<file path="config.mk">
export PLATFORM = sky130hd
export DESIGN_NAME = ea_chain_seq
export DESIGN_NICKNAME = d
export VERILOG_FILES = /design/src/rtl/ea_chain_pkg.sv /design/src/rtl/ea_form.sv /design/src/rtl/ea_hop_limit.sv /design/src/rtl/ea_class_map.sv /design/src/rtl/ea_chain_seq.sv
export SDC_FILE = /design/constraint.sdc
export NUM_CORES = 1
export LEC_CHECK = 0
export ABC_AREA = 0
export CAP_MARGIN = 20
export CORE_MARGIN = 2
export CORE_UTILIZATION = 44
export CTS_CLUSTER_DIAMETER = 100
export DETAILED_ROUTE_END_ITERATION = 8
export GPL_ROUTABILITY_DRIVEN = 0
export PLACE_DENSITY_LB_ADDON = 0.08
export SLEW_MARGIN = 15
export SYNTH_ARGS = -nofsm -noshare
export SYNTH_HDL_FRONTEND = slang
export SYNTH_SLANG_ARGS = --single-unit
</file>
<file path="constraint.sdc">
create_clock -name clk -period 3.3 [get_ports clk]
set_clock_uncertainty 0.1 [all_clocks]
set_input_delay 0.99 -clock clk [delete_from_list [all_inputs] [get_ports clk]]
set_output_delay 0.99 -clock clk [all_outputs]
set_load 0.005 [all_outputs]
</file>
<file path="src/rtl/ea_chain_pkg.sv">
package ea_chain_pkg;
  localparam int WORD_W    = 36;
  localparam int ADDR_W    = 30;
  localparam int IDX_W     = 4;
  localparam int LOC_W     = 18;
  localparam int L_IND_BIT = 22;
  localparam int L_IDX_LSB = 18;
  localparam int G_IND_BIT = 34;
  localparam int G_IDX_LSB = 30;
  localparam logic [1:0] FMT_LOCAL = 2'b10;
  localparam logic [1:0] FMT_BAD   = 2'b11;

  typedef enum logic [1:0] {
    K_READ = 2'd0, K_WTEST = 2'd1, K_READ_WCHK = 2'd2, K_RPW = 2'd3
  } mem_kind_e;

  typedef enum logic [1:0] {
    S_IDLE = 2'd0, S_EVAL = 2'd1, S_PTR = 2'd2, S_OPND = 2'd3
  } state_e;

  typedef struct packed {
    logic              ind;
    logic [IDX_W-1:0]  idx;
    logic [ADDR_W-1:0] base;
  } ref_t;

  // Split a word into indirect flag, index select and base address.
  function automatic ref_t split_word(input logic [WORD_W-1:0] w, input logic is_insn);
    ref_t r;
    if (is_insn || w[WORD_W-1 -: 2] == FMT_LOCAL) begin
      r.ind  = w[L_IND_BIT];
      r.idx  = w[L_IDX_LSB +: IDX_W];
      r.base = ADDR_W'(w[LOC_W-1:0]);
    end else begin
      r.ind  = w[G_IND_BIT];
      r.idx  = w[G_IDX_LSB +: IDX_W];
      r.base = w[ADDR_W-1:0];
    end
    return r;
  endfunction

  function automatic logic [ADDR_W-1:0] ea_sum(input logic [ADDR_W-1:0] base,
                                               input logic [IDX_W-1:0] idx,
                                               input logic [ADDR_W-1:0] xr);
    return (idx == '0) ? base : base + xr;
  endfunction

  function automatic logic ptr_illegal(input logic [WORD_W-1:0] w);
    return w[WORD_W-1 -: 2] == FMT_BAD;
  endfunction
endpackage

</file>
<file path="src/rtl/ea_form.sv">
module ea_form
  import ea_chain_pkg::*;
(
  input  logic [WORD_W-1:0] word,
  input  logic              is_insn,
  input  logic [WORD_W-1:0] idx_data,
  output logic [IDX_W-1:0]  idx_sel,
  output logic              want_ind,
  output logic [ADDR_W-1:0] ea
);
  ref_t r;
  logic unused_xr_hi;
  assign r            = split_word(word, is_insn);
  assign idx_sel      = r.idx;
  assign want_ind     = r.ind;
  assign ea           = ea_sum(r.base, r.idx, idx_data[ADDR_W-1:0]);
  assign unused_xr_hi = ^idx_data[WORD_W-1:ADDR_W];
endmodule

</file>
<file path="src/rtl/ea_hop_limit.sv">
module ea_hop_limit #(
  parameter int MAX_CHAIN = 64
) (
  input  logic clk,
  input  logic rst_n,
  input  logic clr,
  input  logic inc,
  output logic at_limit
);
  localparam int HOP_W = $clog2(MAX_CHAIN + 1);
  logic [HOP_W-1:0] cnt_q;

  always_ff @(posedge clk or negedge rst_n) begin
    if (!rst_n)   cnt_q <= '0;
    else if (clr) cnt_q <= '0;
    else if (inc) cnt_q <= cnt_q + HOP_W'(1);
  end

  assign at_limit = (cnt_q == HOP_W'(MAX_CHAIN));
endmodule

</file>
<file path="src/rtl/ea_class_map.sv">
module ea_class_map
  import ea_chain_pkg::*;
(
  input  logic [2:0] cls,
  output logic       needs_mem,
  output logic       prefetch,
  output logic       use_ac,
  output logic       addr_as_data,
  output logic [1:0] kind
);
  always_comb begin
    needs_mem    = cls >= 3'd3;
    prefetch     = (cls == 3'd1) || (cls == 3'd5);
    use_ac       = cls == 3'd3;
    addr_as_data = cls == 3'd2;
    case (cls)
      3'd3:    kind = K_WTEST;
      3'd6:    kind = K_READ_WCHK;
      3'd7:    kind = K_RPW;
      default: kind = K_READ;
    endcase
  end
endmodule

</file>
<file path="src/rtl/ea_chain_seq.sv">
module ea_chain_seq
  import ea_chain_pkg::*;
#(
  parameter int MAX_CHAIN = 64
) (
  input  logic              clk,
  input  logic              rst_n,
  input  logic              start,
  input  logic [WORD_W-1:0] insn,
  input  logic [2:0]        acc_class,
  input  logic [ADDR_W-1:0] pc,
  input  logic [WORD_W-1:0] ac_data,
  output logic [IDX_W-1:0]  idx_sel,
  input  logic [WORD_W-1:0] idx_data,
  output logic              mem_req,
  output logic [1:0]        mem_kind,
  output logic [ADDR_W-1:0] mem_addr,
  input  logic              mem_ack,
  input  logic [WORD_W-1:0] mem_rdata,
  input  logic              page_fail,
  input  logic              irq_pending,
  output logic              done,
  output logic [ADDR_W-1:0] done_addr,
  output logic [WORD_W-1:0] done_data,
  output logic              done_pf,
  output logic              fetch_go,
  output logic [ADDR_W-1:0] fetch_addr,
  output logic              trap,
  output logic              fault,
  output logic              int_taken
);
  localparam int PAD_W = WORD_W - ADDR_W;

  state_e            state_q;
  logic [WORD_W-1:0] word_q;
  logic              first_q;
  logic [ADDR_W-1:0] addr_q, pc_q;
  logic [2:0]        cls_q;
  logic              done_q, trap_q, fault_q, int_q, fetch_q, dpf_q;
  logic [ADDR_W-1:0] daddr_q;
  logic [WORD_W-1:0] ddata_q;

  logic              want_ind, at_limit;
  logic [ADDR_W-1:0] ea_now;
  logic              cls_mem, cls_pf, cls_ac, cls_addr;
  logic [1:0]        cls_kind;

  // Named internal events
  logic ev_start, ev_abort_pf, ev_irq_take, ev_ptr_arrive, ev_ptr_bad, ev_hop;
  assign ev_start      = (state_q == S_IDLE) && start;
  assign ev_abort_pf   = (state_q != S_IDLE) && page_fail;
  assign ev_irq_take   = (state_q == S_PTR) && !page_fail && irq_pending;
  assign ev_ptr_arrive = (state_q == S_PTR) && !page_fail && !irq_pending && mem_ack;
  assign ev_ptr_bad    = ev_ptr_arrive && ptr_illegal(mem_rdata);
  assign ev_hop        = (state_q == S_EVAL) && !page_fail && want_ind && !at_limit;

  ea_form u_form (
    .word(word_q), .is_insn(first_q), .idx_data(idx_data),
    .idx_sel(idx_sel), .want_ind(want_ind), .ea(ea_now)
  );

  ea_hop_limit #(.MAX_CHAIN(MAX_CHAIN)) u_hops (
    .clk(clk), .rst_n(rst_n), .clr(ev_start), .inc(ev_hop), .at_limit(at_limit)
  );

  ea_class_map u_map (
    .cls(cls_q), .needs_mem(cls_mem), .prefetch(cls_pf), .use_ac(cls_ac),
    .addr_as_data(cls_addr), .kind(cls_kind)
  );

  always_ff @(posedge clk or negedge rst_n) begin
    if (!rst_n) begin
      state_q <= S_IDLE;
      word_q  <= '0;
      first_q <= 1'b0;
      addr_q  <= '0;
      pc_q    <= '0;
      cls_q   <= '0;
      done_q  <= 1'b0;
      trap_q  <= 1'b0;
      fault_q <= 1'b0;
      int_q   <= 1'b0;
      fetch_q <= 1'b0;
      dpf_q   <= 1'b0;
      daddr_q <= '0;
      ddata_q <= '0;
    end else begin
      done_q  <= 1'b0;
      trap_q  <= 1'b0;
      fault_q <= 1'b0;
      int_q   <= 1'b0;
      fetch_q <= 1'b0;
      if (ev_abort_pf) begin
        trap_q  <= 1'b1;
        state_q <= S_IDLE;
      end else begin
        case (state_q)
          S_IDLE: if (start) begin
            word_q  <= insn;
            first_q <= 1'b1;
            cls_q   <= acc_class;
            pc_q    <= pc;
            state_q <= S_EVAL;
          end
          S_EVAL: begin
            if (want_ind) begin
              if (at_limit) begin
                fault_q <= 1'b1;
                state_q <= S_IDLE;
              end else begin
                addr_q  <= ea_now;
                state_q <= S_PTR;
              end
            end else if (!cls_mem) begin
              done_q  <= 1'b1;
              daddr_q <= ea_now;
              ddata_q <= cls_addr ? {{PAD_W{1'b0}}, ea_now} : '0;
              dpf_q   <= cls_pf;
              fetch_q <= cls_pf;
              state_q <= S_IDLE;
            end else begin
              addr_q  <= ea_now;
              state_q <= S_OPND;
            end
          end
          S_PTR: begin
            if (ev_irq_take) begin
              int_q   <= 1'b1;
              state_q <= S_IDLE;
            end else if (ev_ptr_bad) begin
              fault_q <= 1'b1;
              state_q <= S_IDLE;
            end else if (ev_ptr_arrive) begin
              word_q  <= mem_rdata;
              first_q <= 1'b0;
              state_q <= S_EVAL;
            end
          end
          S_OPND: if (mem_ack) begin
            done_q  <= 1'b1;
            daddr_q <= addr_q;
            ddata_q <= cls_ac ? ac_data : mem_rdata;
            dpf_q   <= cls_pf;
            fetch_q <= cls_pf;
            state_q <= S_IDLE;
          end
          default: state_q <= S_IDLE;
        endcase
      end
    end
  end

  assign mem_req    = (state_q == S_PTR) || (state_q == S_OPND);
  assign mem_kind   = (state_q == S_OPND) ? cls_kind : 2'(K_READ);
  assign mem_addr   = addr_q;
  assign done       = done_q;
  assign done_addr  = daddr_q;
  assign done_data  = ddata_q;
  assign done_pf    = dpf_q;
  assign fetch_go   = fetch_q;
  assign fetch_addr = pc_q + ADDR_W'(1);
  assign trap       = trap_q;
  assign fault      = fault_q;
  assign int_taken  = int_q;
endmodule

</file>
==> impl_metrics.json <==
{
  "status": "finished, violations left",
  "violations": "setup timing",
  "startpoint": "idx_data[0]",
  "end_kind": "flop",
  "holdPathEnd": "done_data[34]$_DFFE_PN0P_",
  "min_path_type": "reg2reg",
  "powerDensity_mw_per_mm2": 1010,
  "cap_violations": 0,
  "grt_max_degree": 55,
  "vdd_drop_max_uv": 472,
  "dieArea_mm2": 0.0259,
  "worstReg2RegStart": "word_q[0]$_DFFE_PN0P_",
  "yosysTopAreaCell": "dfrtp_1",
  "cp.required_ps": 3510,
  "synth_top_area_share_pct": 41.8,
  "initial_core_util_pct": 44.7,
  "yosysUniqueCellTypes": 67,
  "min_period_ps": 3440,
  "cts_hold_buf": 0,
  "critPathLaunchType": "primary input",
  "firstDrtPassIters": 6,
  "viasPerCell": 5.41,
  "hpwl_mm": 28.6,
  "final_cells": 2001,
  "reg2reg_depth": 12,
  "grtUsageTotal_pct": 29.5,
  "setup_viol": 17,
  "switching_share_pct": 42.5,
  "setup_ws_ps": -140,
  "synth-compound-area-share_pct": 16.2,
  "fp.dieH_um": 161,
  "die_w_um": 161,
  "drt_iter0_drc": 754,
  "num_rows": 57,
  "antenna_found_initial": 0,
  "layout.nets": 1884,
  "cts_tree": "built",
  "pin_count": 322,
  "hp-start": "done_data[34]$_DFFE_PN0P_",
  "whs_path_depth": 2,
  "ff2ff_setup_slack_ps": 50,
  "synth_seq_area_share_pct": 41.8,
  "drive_gt1_share_pct": 23.3,
  "vias": 10826,
  "synth_fa_ha_area_share_pct": 4.34,
  "synth-xor-area-share_pct": 4.28,
  "cpMaxStageDelayCell": "a221o_1",
  "drv_slew": 0,
  "cpPeakStageDelay_ps": 350,
  "cts_sinks": 181,
  "ant_nets": 0,
  "port_buffers": 315,
  "hold_viol_final": 0,
  "core_area_mm2": 0.0242,
  "cp.buffers_inverters": 2,
  "drt-total-wl_mm": 39.2,
  "numCtsBuffers": 17,
  "seq_power_share_pct": 24.6,
  "placed_cells": 1938,
  "cts.clk_slew.worst_paths_ps": 70,
  "cts-root-to-sink-buffers": 2,
  "rr_endpoint": "done_data[26]$_DFFE_PN0P_",
  "worstSetupPathType": "in2reg",
  "synth_area_leaders": "dfrtp_1 (42%), nand2_1 (7.0%), a21oi_1 (5.7%), mux2i_1 (5.2%), mux2_2 (5.0%)",
  "ys.flop_type": "dfrtp_1",
  "overflow": 0,
  "syn_nets": 1460,
  "drcViolationCount": 0,
  "path_cells": "buf_6, ha_4, fa_2, a21o_1, a221o_1, buf_6, a31oi_4, a21oi_2, a211o_1, a211oi_2, xor2_1, o21ai_2, a221o_1",
  "fmax_mhz": 291,
  "syn-cell-area_mm2": 0.0108,
  "insertion_delay_ps": 430,
  "stdcell_area_mm2": 0.0168,
  "insertedDiodeCount": 0,
  "p_sw_w": 0.00723,
  "avgSynthCellArea_um2": 8.74,
  "power_frac_clock_pct": 11.9,
  "placed_area_mm2": 0.0153,
  "cp.depth": 13,
  "relSlewSlack_pct": 46.5,
  "grt_pass1_vias": 10853,
  "yosysMostFrequentCell": "nand2_1",
  "ys.warnings.count": 0,
  "pwr-share-comb_pct": 63.5,
  "period_share_pct": 104,
  "htreeDepth": 4,
  "synth-simple-area-share_pct": 19.5,
  "grt_pass1_wl_mm": 59.1,
  "worstMarginPinSlew_ps": 803,
  "syn2layout_area_growth_pct": 54.6,
  "worstPathMaxFanout": 3,
  "synthMuxAreaShare_pct": 10.2,
  "cp.arrival_ps": 3650,
  "register_area_mm2": 0.00453,
  "root_buffer": "clkbuf_16",
  "synth_top_family_by_area": "simple AND/OR/NAND/NOR gates",
  "synthCells": 1240,
  "rsz0062_at_grt": "true",
  "n_fill_cell": 1931,
  "p_int_w": 0.00976,
  "path_delay_family": "compound AO/OA/AOI/OAI gates",
  "synth_enable_flop_cells": 0,
  "async_flop_share_pct": 100,
  "routedWlPerCell_um": 19.6,
  "multiInputGateArea_mm2": 0.00673,
  "cellLeakagePower_nw": 7.40,
  "synthTopCellsByCount": "nand2_1 (201), dfrtp_1 (181), nor2_1 (141), a21oi_1 (123), o21ai_0 (64)",
  "ys_ff_latch": 181
}
==> timing repair <==
item	in CTS	in global routing
buffers inserted	17	16
setup endpoints to repair	85	63
resized for setup	126	106
pin swaps	53	76
==> tightest hold or removal path, cell delays in order, from the launching register on <==
cell	delay (ps)
dfrtp_1	350
nand2_1	50
nand2_1	50
==> how the worst max path moves through the flow <==
stage	to	slack, ps
global placement	done_data[26]$_DFFE_PN0P_	-1000
finish	done_data[26]$_DFFE_PN0P_	-140
global route	done_data[26]$_DFFE_PN0P_	-220
CTS	done_data[26]$_DFFE_PN0P_	-210
floorplan	done_data[26]$_DFFE_PN0P_	-270
detailed placement	done_data[26]$_DFFE_PN0P_	-1040
==> placed cells by master (no fill, tap or decap), types with 11 or more instances in the layout <==
cell type        Yosys  routed
ha_1                36      15
ha_4                 0      19
xnor2_1             34      27
inv_1               24      23
clkdlybuf4s50_1      0     278
a21o_1              22      21
nand2_1            201     194
o21ai_0             64      50
buf_4                4     154
and3_1              23      17
clkbuf_16            0      17
nand3_1             31      26
dfrtp_1            181     181
xor2_1              19      18
buf_2                5      11
nand4_1             13      13
mux2_2              48      43
nor2_1             141     131
mux2i_1             56      53
and2_1              17      17
a21oi_1            123     110
==> layer usage <==
layer	up-vias	track usage (%)	routed length [um]
met5	-	0	0
met4	0	11.7	1610
met3	68	8.08	3220
met2	431	49.5	18900
met1	5180	36.3	15500
li1	5147	-	-
==> cell families after synthesis <==
family          after synthesis
xor+xnor                     53
fa+ha+maj                    37
simple gates                474
compound gates              289
flops                       181
buf+inv                     102
mux                         104
==> state kept, by name (all words and copies together), names as in the netlist, 2 cells and up <==
name / flops
done_data: 36
word_q: 36
done_addr: 30
mem_addr: 30
pc_q: 30
u_hops.cnt_q: 7
cls_q: 3
state_q: 2
==> power by group through the flow <==
stage / Combinational (W) / Clock (W) / Sequential, W
global route: 0.0117 / 0.00215 / 0.00429
finish: 0.0108 / 0.00202 / 0.00419
CTS: 0.0104 / 0.00205 / 0.00412
detailed placement: 0.00978 / 0 / 0.00410
global placement: 0.00958 / 0 / 0.00409
floorplan: 0.00510 / 0 / 0.00393
==> layout make-up <==
class	instances	share of cell area, %
well taps	324	2.42
multi-input cells	957	40.1
inverters	24	0.538
flip-flops and latches	181	27.0
repair buffers	483	26.5
clock buffers	18	2.56
clock inverters	14	0.836
==> through the flow <==
step	setup WS [ps]	setup TNS (ps)	util [%]	hold WS (ps)	power, W
5_1_grt	-216	-3570	69.1	418	0.0181
6_report	-140	-1170	69.1	375	0.0170
4_1_cts	-205	-1770	67.7	377	0.0165
3_3_place_gp	-998	-44690	63.3	349	0.0137
3_5_place_dp	-1040	-47730	63.3	361	0.0139
2_1_floorplan	-268	-2040	-	363	0.00903
(Power assumes the default switching activity.)
